===== src/rtl/smram_pkg.sv =====
package smram_pkg;

    typedef enum logic [1:0] {
        RT_RAM  = 2'b00,
        RT_PCI  = 2'b01,
        RT_HOLE = 2'b10
    } route_t;

    typedef enum logic {
        LK_UNSEALED = 1'b0,
        LK_SEALED   = 1'b1
    } lock_state_t;

    typedef enum logic [2:0] {
        RG_TSEG,
        RG_LOW,
        RG_HIGH,
        RG_DRAM,
        RG_BUS
    } region_t;

    localparam logic SEL_CTL = 1'b0;
    localparam logic SEL_EXT = 1'b1;

    localparam int CTL_OPEN = 0;
    localparam int CTL_GEN  = 1;
    localparam int CTL_LOCK = 2;

    localparam int EXT_TEN  = 0;
    localparam int EXT_SZLO = 1;
    localparam int EXT_HEN  = 3;

    localparam logic [7:0] CTL_WMASK_FREE   = 8'h03;
    localparam logic [7:0] CTL_WMASK_SEALED = 8'h00;
    localparam logic [7:0] EXT_WMASK_FREE   = 8'h0F;
    localparam logic [7:0] EXT_WMASK_SEALED = 8'h00;

    localparam logic [31:0] LOW_WIN_BASE  = 32'h000A_0000;
    localparam logic [31:0] HIGH_WIN_BASE = 32'hFEDA_0000;
    localparam logic [31:0] WIN_BYTES     = 32'h0002_0000;

endpackage


===== src/rtl/smram_cfg_regs.sv =====
module smram_cfg_regs
    import smram_pkg::*;
(
    input  logic       clk,
    input  logic       rst_n,
    input  logic       wr_en,
    input  logic       wr_sel,
    input  logic [7:0] wr_data,
    input  logic [7:0] wr_mask,
    input  logic       rd_sel,
    output logic [7:0] rd_data,
    output logic       cfg_open,
    output logic       cfg_gen,
    output logic       cfg_hen,
    output logic       cfg_ten,
    output logic [1:0] cfg_szcode
);

    lock_state_t st_q, st_d;
    logic [7:0]  ctl_q, ctl_d;
    logic [7:0]  ext_q, ext_d;
    logic [7:0]  ctl_wm, ext_wm;
    logic [7:0]  ctl_m, ext_m;
    logic        seal_req;

    assign seal_req = wr_en && (wr_sel == SEL_CTL) && wr_mask[CTL_LOCK] && wr_data[CTL_LOCK];

    // State register
    always_ff @(posedge clk) begin
        if (!rst_n) st_q <= LK_UNSEALED;
        else        st_q <= st_d;
    end

    // Next state: SEAL on a write of one to the lock bit; only reset leaves SEALED
    always_comb begin
        st_d = st_q;
        unique case (st_q)
            LK_UNSEALED: if (seal_req) st_d = LK_SEALED;
            LK_SEALED:   st_d = LK_SEALED;
        endcase
    end

    // State outputs: write masks per state
    always_comb begin
        unique case (st_q)
            LK_UNSEALED: begin
                ctl_wm = CTL_WMASK_FREE;
                ext_wm = EXT_WMASK_FREE;
            end
            LK_SEALED: begin
                ctl_wm = CTL_WMASK_SEALED;
                ext_wm = EXT_WMASK_SEALED;
            end
        endcase
    end

    assign ctl_m = wr_mask & ctl_wm;
    assign ext_m = wr_mask & ext_wm;

    always_comb begin
        ctl_d = ctl_q;
        ext_d = ext_q;
        if (wr_en && (wr_sel == SEL_CTL)) ctl_d = (ctl_q & ~ctl_m) | (wr_data & ctl_m);
        if (wr_en && (wr_sel == SEL_EXT)) ext_d = (ext_q & ~ext_m) | (wr_data & ext_m);
        if (st_d == LK_SEALED) ctl_d[CTL_OPEN] = 1'b0;
    end

    always_ff @(posedge clk) begin
        if (!rst_n) begin
            ctl_q <= '0;
            ext_q <= '0;
        end else begin
            ctl_q <= ctl_d;
            ext_q <= ext_d;
        end
    end

    always_comb begin
        if (rd_sel == SEL_CTL) begin
            rd_data = ctl_q;
            rd_data[CTL_LOCK] = (st_q == LK_SEALED);
        end else begin
            rd_data = ext_q;
        end
    end

    assign cfg_open   = ctl_q[CTL_OPEN];
    assign cfg_gen    = ctl_q[CTL_GEN];
    assign cfg_ten    = ext_q[EXT_TEN];
    assign cfg_szcode = ext_q[EXT_SZLO +: 2];
    assign cfg_hen    = ext_q[EXT_HEN];

    AST_LOCK_STICKY: assert property (@(posedge clk) disable iff (!rst_n)
        (st_q == LK_SEALED) |=> (st_q == LK_SEALED));
    AST_SEALED_NOT_OPEN: assert property (@(posedge clk) disable iff (!rst_n)
        (st_q == LK_SEALED) |-> !cfg_open);
    AST_EXT_FROZEN: assert property (@(posedge clk) disable iff (!rst_n)
        (st_q == LK_SEALED) |=> $stable(ext_q));
    AST_GEN_FROZEN: assert property (@(posedge clk) disable iff (!rst_n)
        (st_q == LK_SEALED) |=> $stable(cfg_gen));

endmodule


===== src/rtl/tseg_span.sv =====
module tseg_span #(
    parameter int ADDR_W = 32,
    parameter int EXT_MB = 16
) (
    input  logic              ten,
    input  logic [1:0]        szcode,
    input  logic [ADDR_W-1:0] low_top,
    output logic              tseg_on,
    output logic [ADDR_W-1:0] tseg_lo
);

    localparam int MB_SHIFT = 20;

    logic [15:0]       ext_mb;
    logic [15:0]       mb;
    logic [ADDR_W-1:0] sz;

    generate
        if (EXT_MB > 0) begin : g_ext
            assign ext_mb = 16'(EXT_MB);
        end else begin : g_noext
            assign ext_mb = '0;
        end
    endgenerate

    always_comb begin
        unique case (szcode)
            2'd0: mb = 16'd1;
            2'd1: mb = 16'd2;
            2'd2: mb = 16'd8;
            2'd3: mb = ext_mb;
        endcase
        if (!ten) mb = '0;
    end

    assign sz      = ADDR_W'({mb, {MB_SHIFT{1'b0}}});
    assign tseg_on = (sz != '0) && (low_top >= sz);
    assign tseg_lo = low_top - sz;

endmodule


===== src/rtl/smram_router.sv =====
module smram_router
    import smram_pkg::*;
#(
    parameter int ADDR_W = 32
) (
    input  logic              clk,
    input  logic              rst_n,
    input  logic              acc_valid,
    input  logic [ADDR_W-1:0] acc_addr,
    input  logic              acc_smm,
    input  logic [ADDR_W-1:0] low_top,
    input  logic              cfg_open,
    input  logic              cfg_gen,
    input  logic              cfg_hen,
    input  logic              tseg_on,
    input  logic [ADDR_W-1:0] tseg_lo,
    output logic              route_vld,
    output logic [1:0]        route,
    output logic [31:0]       hole_rdata
);

    localparam logic [ADDR_W-1:0] LOW_LO  = ADDR_W'(LOW_WIN_BASE);
    localparam logic [ADDR_W-1:0] LOW_HI  = ADDR_W'(LOW_WIN_BASE + WIN_BYTES);
    localparam logic [ADDR_W-1:0] HIGH_LO = ADDR_W'(HIGH_WIN_BASE);
    localparam logic [ADDR_W-1:0] HIGH_HI = ADDR_W'(HIGH_WIN_BASE + WIN_BYTES);

    region_t rg;
    route_t  rt_d, rt_q;
    logic    vld_q;
    logic    smm_low_map, smm_high_map;

    // Classify the access; TSEG first, then the fixed windows
    always_comb begin
        if (tseg_on && acc_addr >= tseg_lo && acc_addr < low_top) rg = RG_TSEG;
        else if (acc_addr >= LOW_LO && acc_addr < LOW_HI)          rg = RG_LOW;
        else if (acc_addr >= HIGH_LO && acc_addr < HIGH_HI)        rg = RG_HIGH;
        else if (acc_addr < low_top)                               rg = RG_DRAM;
        else                                                       rg = RG_BUS;
    end

    assign smm_low_map  = acc_smm && cfg_gen && !cfg_hen;
    assign smm_high_map = acc_smm && cfg_gen && cfg_hen;

    always_comb begin
        unique case (rg)
            RG_TSEG: rt_d = acc_smm ? RT_RAM : RT_HOLE;
            RG_LOW:  rt_d = (cfg_open || smm_low_map) ? RT_RAM : RT_PCI;
            RG_HIGH: rt_d = ((cfg_open && cfg_hen) || smm_high_map) ? RT_RAM : RT_PCI;
            RG_DRAM: rt_d = RT_RAM;
            default: rt_d = RT_PCI;
        endcase
    end

    always_ff @(posedge clk) begin
        if (!rst_n) begin
            vld_q <= 1'b0;
            rt_q  <= RT_RAM;
        end else begin
            vld_q <= acc_valid;
            if (acc_valid) rt_q <= rt_d;
        end
    end

    assign route_vld  = vld_q;
    assign route      = rt_q;
    assign hole_rdata = (vld_q && rt_q == RT_HOLE) ? 32'hFFFF_FFFF : 32'h0;

    AST_SMM_NO_HOLE: assert property (@(posedge clk) disable iff (!rst_n)
        (acc_valid && acc_smm) |=> (route != RT_HOLE));
    AST_VLD_FOLLOWS: assert property (@(posedge clk) disable iff (!rst_n)
        acc_valid |=> route_vld);
    AST_VLD_IDLE: assert property (@(posedge clk) disable iff (!rst_n)
        !acc_valid |=> !route_vld);
    AST_CODE_LEGAL: assert property (@(posedge clk) disable iff (!rst_n)
        route_vld |-> (route != 2'b11));

endmodule


===== src/rtl/smram_tseg_ctrl.sv =====
module smram_tseg_ctrl #(
    parameter int ADDR_W      = 32,
    parameter int EXT_TSEG_MB = 16
) (
    input  logic              clk,
    input  logic              rst_n,
    input  logic              wr_en,
    input  logic              wr_sel,
    input  logic [7:0]        wr_data,
    input  logic [7:0]        wr_mask,
    input  logic              rd_sel,
    output logic [7:0]        rd_data,
    input  logic              acc_valid,
    input  logic [ADDR_W-1:0] acc_addr,
    input  logic              acc_smm,
    input  logic [ADDR_W-1:0] low_top,
    output logic              route_vld,
    output logic [1:0]        route,
    output logic [31:0]       hole_rdata
);

    logic              cfg_open, cfg_gen, cfg_hen, cfg_ten;
    logic [1:0]        cfg_szcode;
    logic              tseg_on;
    logic [ADDR_W-1:0] tseg_lo;

    smram_cfg_regs u_regs (
        .clk        (clk),
        .rst_n      (rst_n),
        .wr_en      (wr_en),
        .wr_sel     (wr_sel),
        .wr_data    (wr_data),
        .wr_mask    (wr_mask),
        .rd_sel     (rd_sel),
        .rd_data    (rd_data),
        .cfg_open   (cfg_open),
        .cfg_gen    (cfg_gen),
        .cfg_hen    (cfg_hen),
        .cfg_ten    (cfg_ten),
        .cfg_szcode (cfg_szcode)
    );

    tseg_span #(.ADDR_W(ADDR_W), .EXT_MB(EXT_TSEG_MB)) u_span (
        .ten     (cfg_ten),
        .szcode  (cfg_szcode),
        .low_top (low_top),
        .tseg_on (tseg_on),
        .tseg_lo (tseg_lo)
    );

    smram_router #(.ADDR_W(ADDR_W)) u_route (
        .clk        (clk),
        .rst_n      (rst_n),
        .acc_valid  (acc_valid),
        .acc_addr   (acc_addr),
        .acc_smm    (acc_smm),
        .low_top    (low_top),
        .cfg_open   (cfg_open),
        .cfg_gen    (cfg_gen),
        .cfg_hen    (cfg_hen),
        .tseg_on    (tseg_on),
        .tseg_lo    (tseg_lo),
        .route_vld  (route_vld),
        .route      (route),
        .hole_rdata (hole_rdata)
    );

endmodule


===== config.mk =====
export PLATFORM = sky130hd
export DESIGN_NAME = smram_tseg_ctrl
export DESIGN_NICKNAME = d
export VERILOG_FILES = /design/src/rtl/smram_pkg.sv /design/src/rtl/smram_cfg_regs.sv /design/src/rtl/tseg_span.sv /design/src/rtl/smram_router.sv /design/src/rtl/smram_tseg_ctrl.sv
export SDC_FILE = /design/constraint.sdc
export NUM_CORES = 1
export LEC_CHECK = 0
export BUFFER_PORTS_ARGS = -buffer_cell sky130_fd_sc_hd__buf_2
export CORE_MARGIN = 4
export CORE_UTILIZATION = 40
export CTS_BUF_LIST = sky130_fd_sc_hd__clkbuf_4
export DETAILED_ROUTE_END_ITERATION = 10
export PLACE_DENSITY = 0.7
export SLEW_MARGIN = 20
export SYNTH_ARGS = -nofsm -noshare
export SYNTH_HDL_FRONTEND = slang
export SYNTH_HIERARCHICAL = 1
export SYNTH_SLANG_ARGS = --single-unit

===== constraint.sdc =====
create_clock -name clk -period 6.5 [get_ports clk]
set_input_delay 0.975 -clock clk [delete_from_list [all_inputs] [get_ports clk]]
set_output_delay 0.975 -clock clk [all_outputs]
set_load 0.03 [all_outputs]

==> qor.csv, run 1 <==
metric;value;unit
die_area;0.00875;mm^2
synth_area;0.00293;mm^2
setup_viol;0;
ys_seq_elements;10;
cts_buffers;3;
detail-route-antenna-nets;0;
drtIter0Drc;129;
nets;620;
worstHoldPathCells;2;
clk_latency;0.27;ns
power_density;82.7;mW/mm^2
fp.dieW;93.6;um
end_kind;flip-flop;
synthToLayoutAreaGrowth;11.3;%
grt_usage;15.5;%
min_path_type;reg2reg;
io_buffers;117;
tightest_slew;0.671;ns
gp_congestion;0.862;
cts_setup_buffers;0;
ctsHoldBuffers;0;
final_cells;560;
ir_worst_vdd;0.0332;mV
relSlewSlack;55.3;%
crit_chain;buf_2 > ha_1 > and2_1 > a311oi_1 > nand2b_1 > xnor2_1 > inv_1 > ha_1 > nand4_1 > nor4_1 > nand2_1 > a31oi_1 > o211ai_1 > nor3b_2 > a32o_1;
synthCells;395;
grt_pass1_vias;2650;
path_clk_slew;0.06;ns
yosysTopAreaCellShare;28.6;%
wl_per_cell;12.7;um
synth_cell_type_count;54;
synth-edff-count;0;
p_seq_share;24.5;%
finalHoldViolations;0;
ff2ff_path_depth;16;
timing.fmax;0.249;GHz
rsz0062_at_grt;no;
die_h;93.6;um
timing.final.crit_share;61.7;%
gr-usage-met2;28.3;%
slowest_delay;0.48;ns
min_period;4.01;ns
htree_levels;1;
busiest_layer;met2;
n_fill_cell;737;
routed_wl;7100;um
slowest_stage;a311oi_1;
io-pin-count;130;
cp_max_fo;6;
synth_top_cell_by_area;ha_1;
ys_top_cells_by_area;ha_1, buf_4, inv_1;
grt_max_degree;33;
vias;2833;
cts.sinks;10;
status;completed;
tns;0;ns
grt_util_met3;1.61;%
leakage;1.90;nW
max_cap_viol_count;0;
switching_power;0.114;mW
cp.arrival;4.22;ns
regArea;200;um^2
crit_type;in2reg;
cts_root_buffer;clkbuf_4;
cp.required;6.71;ns
drc;0;
grtUsageMet1;19.5;%
p_comb_share;59.1;%
gr-total-overflow;0;
r2r_setup_slack;2.60;ns
crit_top_cell;ha_1;
mostFrequentLayoutCells;buf_2, inv_1, ha_1, nand2_1, a21oi_1;
post-route-util;46.9;%
pwr-share-clk;16.4;%
via_per_inst;5.06;
antenna_found_initial;0;
ys.flop_type;dfxtp_1;
drt_first_pass_iters;4;
syn_avg_cell_area;7.41;um^2
r2r-end;u_route/route[1];
switching_share;42.3;%
place_inst;556;
layout-drive-gt1-share;27.8;%
finalMaxSlewViolations;0;
ys_seq_area_share;6.84;%
core_area;0.00694;mm^2
cp-start-kind;input port;
multiInputGateArea;0.00206;mm^2
finClkSkew;0.00710;ns
cts_tree;done;
p_int;0.156;mW
initial_core_util;42.2;%
dp_hpwl;6440;um
final_common_cell;buf_2;
row_count;30;
async_reset_ff_share;0;%
n_antenna_cell;0;
cts_resized;0;
grt_pass1_wl;11400;um
yosys_warnings;6;
cts.path.max_buffers;2;
critical path: cells and delay by family:
| family | cells | cell delay [ns] |
|---|---|---|
| fa+ha+maj | 2 | 0.67 |
| buf+inv | 2 | 0.17 |
| xor+xnor | 1 | 0.15 |
| simple gates | 6 | 1.22 |
| compound gates | 4 | 1.04 |
cells by family (layout without fill, tap and decap cells):
| kind of cell | count (synthesis) | after routing | synth area share (%) |
|---|---|---|---|
| buffers and inverters | 127 | 193 | 23.3 |
| AND/OR/NAND/NOR | 111 | 111 | 21.8 |
| adder cells (fa/ha/maj) | 68 | 68 | 29.3 |
| AO/OA/AOI/OAI | 61 | 61 | 13.1 |
| XOR/XNOR | 10 | 10 | 2.99 |
| flip-flops | 10 | 10 | 6.84 |
| multiplexers | 7 | 7 | 2.56 |
| other | 1 | 4 | 0.128 |
worst max-delay path by stage:
stage                       end   startpoint  depth (start not counted)  slack (ns)
3_3_place_gp   u_route/route[1]  low_top[20]                         17        2.23
5_1_grt        u_route/route[1]  low_top[20]                         17        2.23
2_1_floorplan  u_route/route[1]  low_top[24]                         14        2.83
4_1_cts        u_route/route[1]  low_top[20]                         17        2.50
6_report       u_route/route[1]  low_top[24]                         15        2.49
3_5_place_dp   u_route/route[1]  low_top[24]                         15        2.23
final cells by class:
class	instances	area share (%)
multi-input cells	261	63.1
inverters	72	8.29
flip-flops and latches	10	6.14
repair buffers	117	18.0
clock buffers	3	0.691
clock inverters	1	0.115
well taps	96	3.69
power by group through the flow:
stage          Combinational (mW)  Sequential (mW)  Clock [mW]
3_5_place_dp                0.159           0.0673           0
2_1_floorplan               0.105           0.0684           0
4_1_cts                     0.160           0.0659      0.0463
6_report                    0.159           0.0659      0.0443
3_3_place_gp                0.153           0.0673           0
5_1_grt                     0.184           0.0664      0.0496
routing by layer:
layer	wire, um	part of all wire [%]
met1	3150	44
met2	3440	48
met3	397	5.6
met4	115	1.6
met5	0	0
Yosys cell counts (7+ instances only):
cell type / instances
inv_1: 72
ha_1: 67
buf_4: 55
nand2_1: 28
a21oi_1: 24
o21ai_0: 13
nor2_1: 11
nor4_1: 11
dfxtp_1: 10
nand4_1: 10
nand3_1: 8
nor2b_1: 7
nor3_1: 7
through the flow:
step                      setup slack (ns)  total power [mW]  instance area (um^2)  hold WS [ns]
after floorplan                       2.83             0.173                  2940         0.457
after global placement                2.23             0.220                  3230         0.477
after detailed placement              2.23             0.226                  3230         0.502
after CTS                             2.50             0.272                  3260         0.511
after global routing                  2.23             0.300                  3260         0.566
final                                 2.49             0.269                  3260         0.508
Note: power is estimated with default switching activity, not from simulation.
==> run 2: changes to the inputs <==
clock period = 3.8 ns   (was 6.5 ns; I/O delays follow)
==> run 2 against run 1 <==
Core utilization increased by 2.6 points. Clock power increased by 70%. Hold slack improved by 0.0091 ns. Combinational power increased by 86%. Sequential power increased by 70%. Final cell count increased by 2.0%. First-iteration DRC count decreased by 32%. Clock-buffer cell count unchanged. Power increased by 79%. Highest routed layer unchanged.
==> qor.csv, run 2 (synthesized netlist as in run 1, its figures left out) <==
metric;value;unit;change
r2r-end;u_route/route[1];;
io-pin-count;130;;unchanged
drtIter0Drc;88;;-32%
mostFrequentLayoutCells;buf_2, inv_1, ha_1, nand2_1, a21oi_1;;
grt_util_met3;1.69;%;+0.080 points
status;completed;;
row_count;30;;unchanged
cts_tree;done;;
grt_usage;15.8;%;+0.30 points
r2r_setup_slack;0.20;ns;-2.40 ns
clk_latency;0.27;ns;about the same
gp_congestion;0.862;;unchanged
setup_viol;0;;unchanged
htree_levels;1;;unchanged
via_per_inst;4.92;;-2.7%
end_kind;flip-flop;;
preCtsSetupSlack;-0.0138;ns;-2.24 ns
grtUsageMet1;20.5;%;+1.0 points
grt_pass1_vias;2645;;-0.19%
grt_max_degree;33;;unchanged
cp_max_fo;5;;-1
drt_first_pass_iters;5;;+1
path_clk_slew;0.07;ns;about the same
critPathCapture;u_route/route[1];;
slowest_stage;or3_1;;
busiest_layer;met2;;
cts_root_buffer;clkbuf_4;;
cp.required;3.96;ns;-2.75 ns
post-route-util;49.5;%;+2.6 points
finalPower;0.483;mW;+79%
detail-route-antenna-nets;0;;unchanged
drc;0;;unchanged
switching_power;0.205;mW;+80%
p_comb_share;61.1;%;+2.0 points
gr-usage-met2;28.6;%;+0.30 points
ctsHoldBuffers;0;;unchanged
ff2ff_path_depth;17;;+1
initial_core_util;42.2;%;unchanged
wl_per_cell;13.0;um;+2.6%
die_area;0.00875;mm^2;unchanged
layout-drive-gt1-share;32.2;%;+4.4 points
n_antenna_cell;0;;unchanged
gr-total-overflow;0;;unchanged
synthToLayoutAreaGrowth;17.4;%;
crit_type;reg2reg;;
min_path_type;reg2reg;;
pwr-share-clk;15.6;%;-0.8 points
relSlewSlack;55.1;%;-0.12 points
antenna_found_initial;0;;unchanged
ir_worst_vdd;0.0812;mV;+140%
cts_buffers;3;;unchanged
crit_chain;buf_4 > nand3_1 > ha_1 > or2_2 > or3_1 > nor3_2 > xor2_1 > inv_1 > ha_1 > nand4_1 > nor4_2 > buf_4 > a221oi_2 > o211ai_1 > o211ai_1 > nor3b_2 > a32o_1;;
slowest_delay;0.37;ns;-0.11 ns
finalMaxSlewViolations;0;;unchanged
cp.arrival;3.75;ns;-0.47 ns
p_seq_share;23.3;%;-1.2 points
fp.dieW;93.6;um;unchanged
routed_wl;7420;um;+4.6%
die_h;93.6;um;unchanged
leakage;1.97;nW;+3.5%
cp-start-kind;flip-flop;;
max_cap_viol_count;0;;unchanged
grt_pass1_wl;11500;um;+0.79%
final_common_cell;buf_2;;
worst_slack;0.203;ns;-2.29 ns
power_density;141;mW/mm^2;+70%
dp_hpwl;6510;um;+1.1%
finClkSkew;0.00657;ns;-0.000522 ns
timing.fmax;0.278;GHz;
finalHoldViolations;0;;unchanged
vias;2811;;-0.78%
switching_share;42.4;%;+0.11 points
core_area;0.00694;mm^2;unchanged
timing.final.crit_share;94.7;%;
p_int;0.278;mW;+79%
min_period;3.60;ns;
tightest_slew;0.673;ns;+0.00187 ns
cts.path.max_buffers;2;;unchanged
io_buffers;117;;unchanged
nets;631;;+1.8%
cts.sinks;10;;unchanged
## run 2: cell count changes in the layout (fill, tap and decap cells not counted), moves of 2 or more
cell     before  now
ha_4          0    2
nor3_1        7    4
nor4_1       11    9
dfxtp_1      10    7
dfxtp_2       0    3
ha_1         67   65
nor3_2        1    3
buf_4         0   11
## run 2: area by class of cell
class                           count  area, um^2
Tap cell                           96         120
Clock buffer                        3        22.5
Timing Repair Buffer              128         668
Multi-Input combinational cell    261        2150
Clock inverter                      1        3.75
Fill cell                         696        3510
Inverter                           72         270
Sequential cell                    10         204
## run 2: power by group through the flow
stage	Combinational (mW)	Sequential, mW	Clock, mW
2_1_floorplan	0.179	0.117	0
3_3_place_gp	0.270	0.114	0
3_5_place_dp	0.280	0.115	0
4_1_cts	0.282	0.112	0.0789
5_1_grt	0.337	0.113	0.0849
6_report	0.295	0.112	0.0754
## run 2: worst min path at each step
| stage | start | endpoint | slack (ns) | cells after the start |
|---|---|---|---|---|
| floorplan | flip-flop | flip-flop | 0.46 | 2 |
| global placement | flip-flop | flip-flop | 0.48 | 2 |
| detailed placement | flip-flop | flip-flop | 0.52 | 2 |
| CTS | flip-flop | flip-flop | 0.52 | 2 |
| global route | flip-flop | flip-flop | 0.55 | 2 |
| finish | flip-flop | flip-flop | 0.52 | 2 |
## run 2: worst max-delay path: cells and delay by family, from the launching register on
kind	cells	cell delay, ns
AOI/OAI and AO/OA	4	0.82
buffers and inverters	3	0.33
DFF	1	0.34
xor gates and xnor gates	1	0.16
and+or+nand+nor	7	1.33
adders and majority gates	2	0.51
## run 2: repair_timing
item	4_1_cts	5_1_grt
buffers inserted	0	1
gates resized for setup	0	15
setup endpoints to repair	0	2
## run 2: metrics by stage
step / std cells / hold slack [ns] / instance area (um^2) / TNS [ns]
2_1_floorplan: 398 / 0.457 / 2940 / 0
6_report: 571 / 0.518 / 3440 / 0
3_5_place_dp: 566 / 0.521 / 3310 / -0.0138
5_1_grt: 571 / 0.553 / 3440 / -0.0189
4_1_cts: 570 / 0.524 / 3330 / 0
3_3_place_gp: 566 / 0.477 / 3310 / 0
## run 2: per-layer routing
layer / share of wire, % / vias to the layer above / routed length [um]
met5: 0 / - / 0
met1: 45 / 1261 / 3320
met2: 50 / 65 / 3730
li1: - / 1481 / -
met3: 4.5 / 4 / 333
met4: 0.57 / 0 / 42
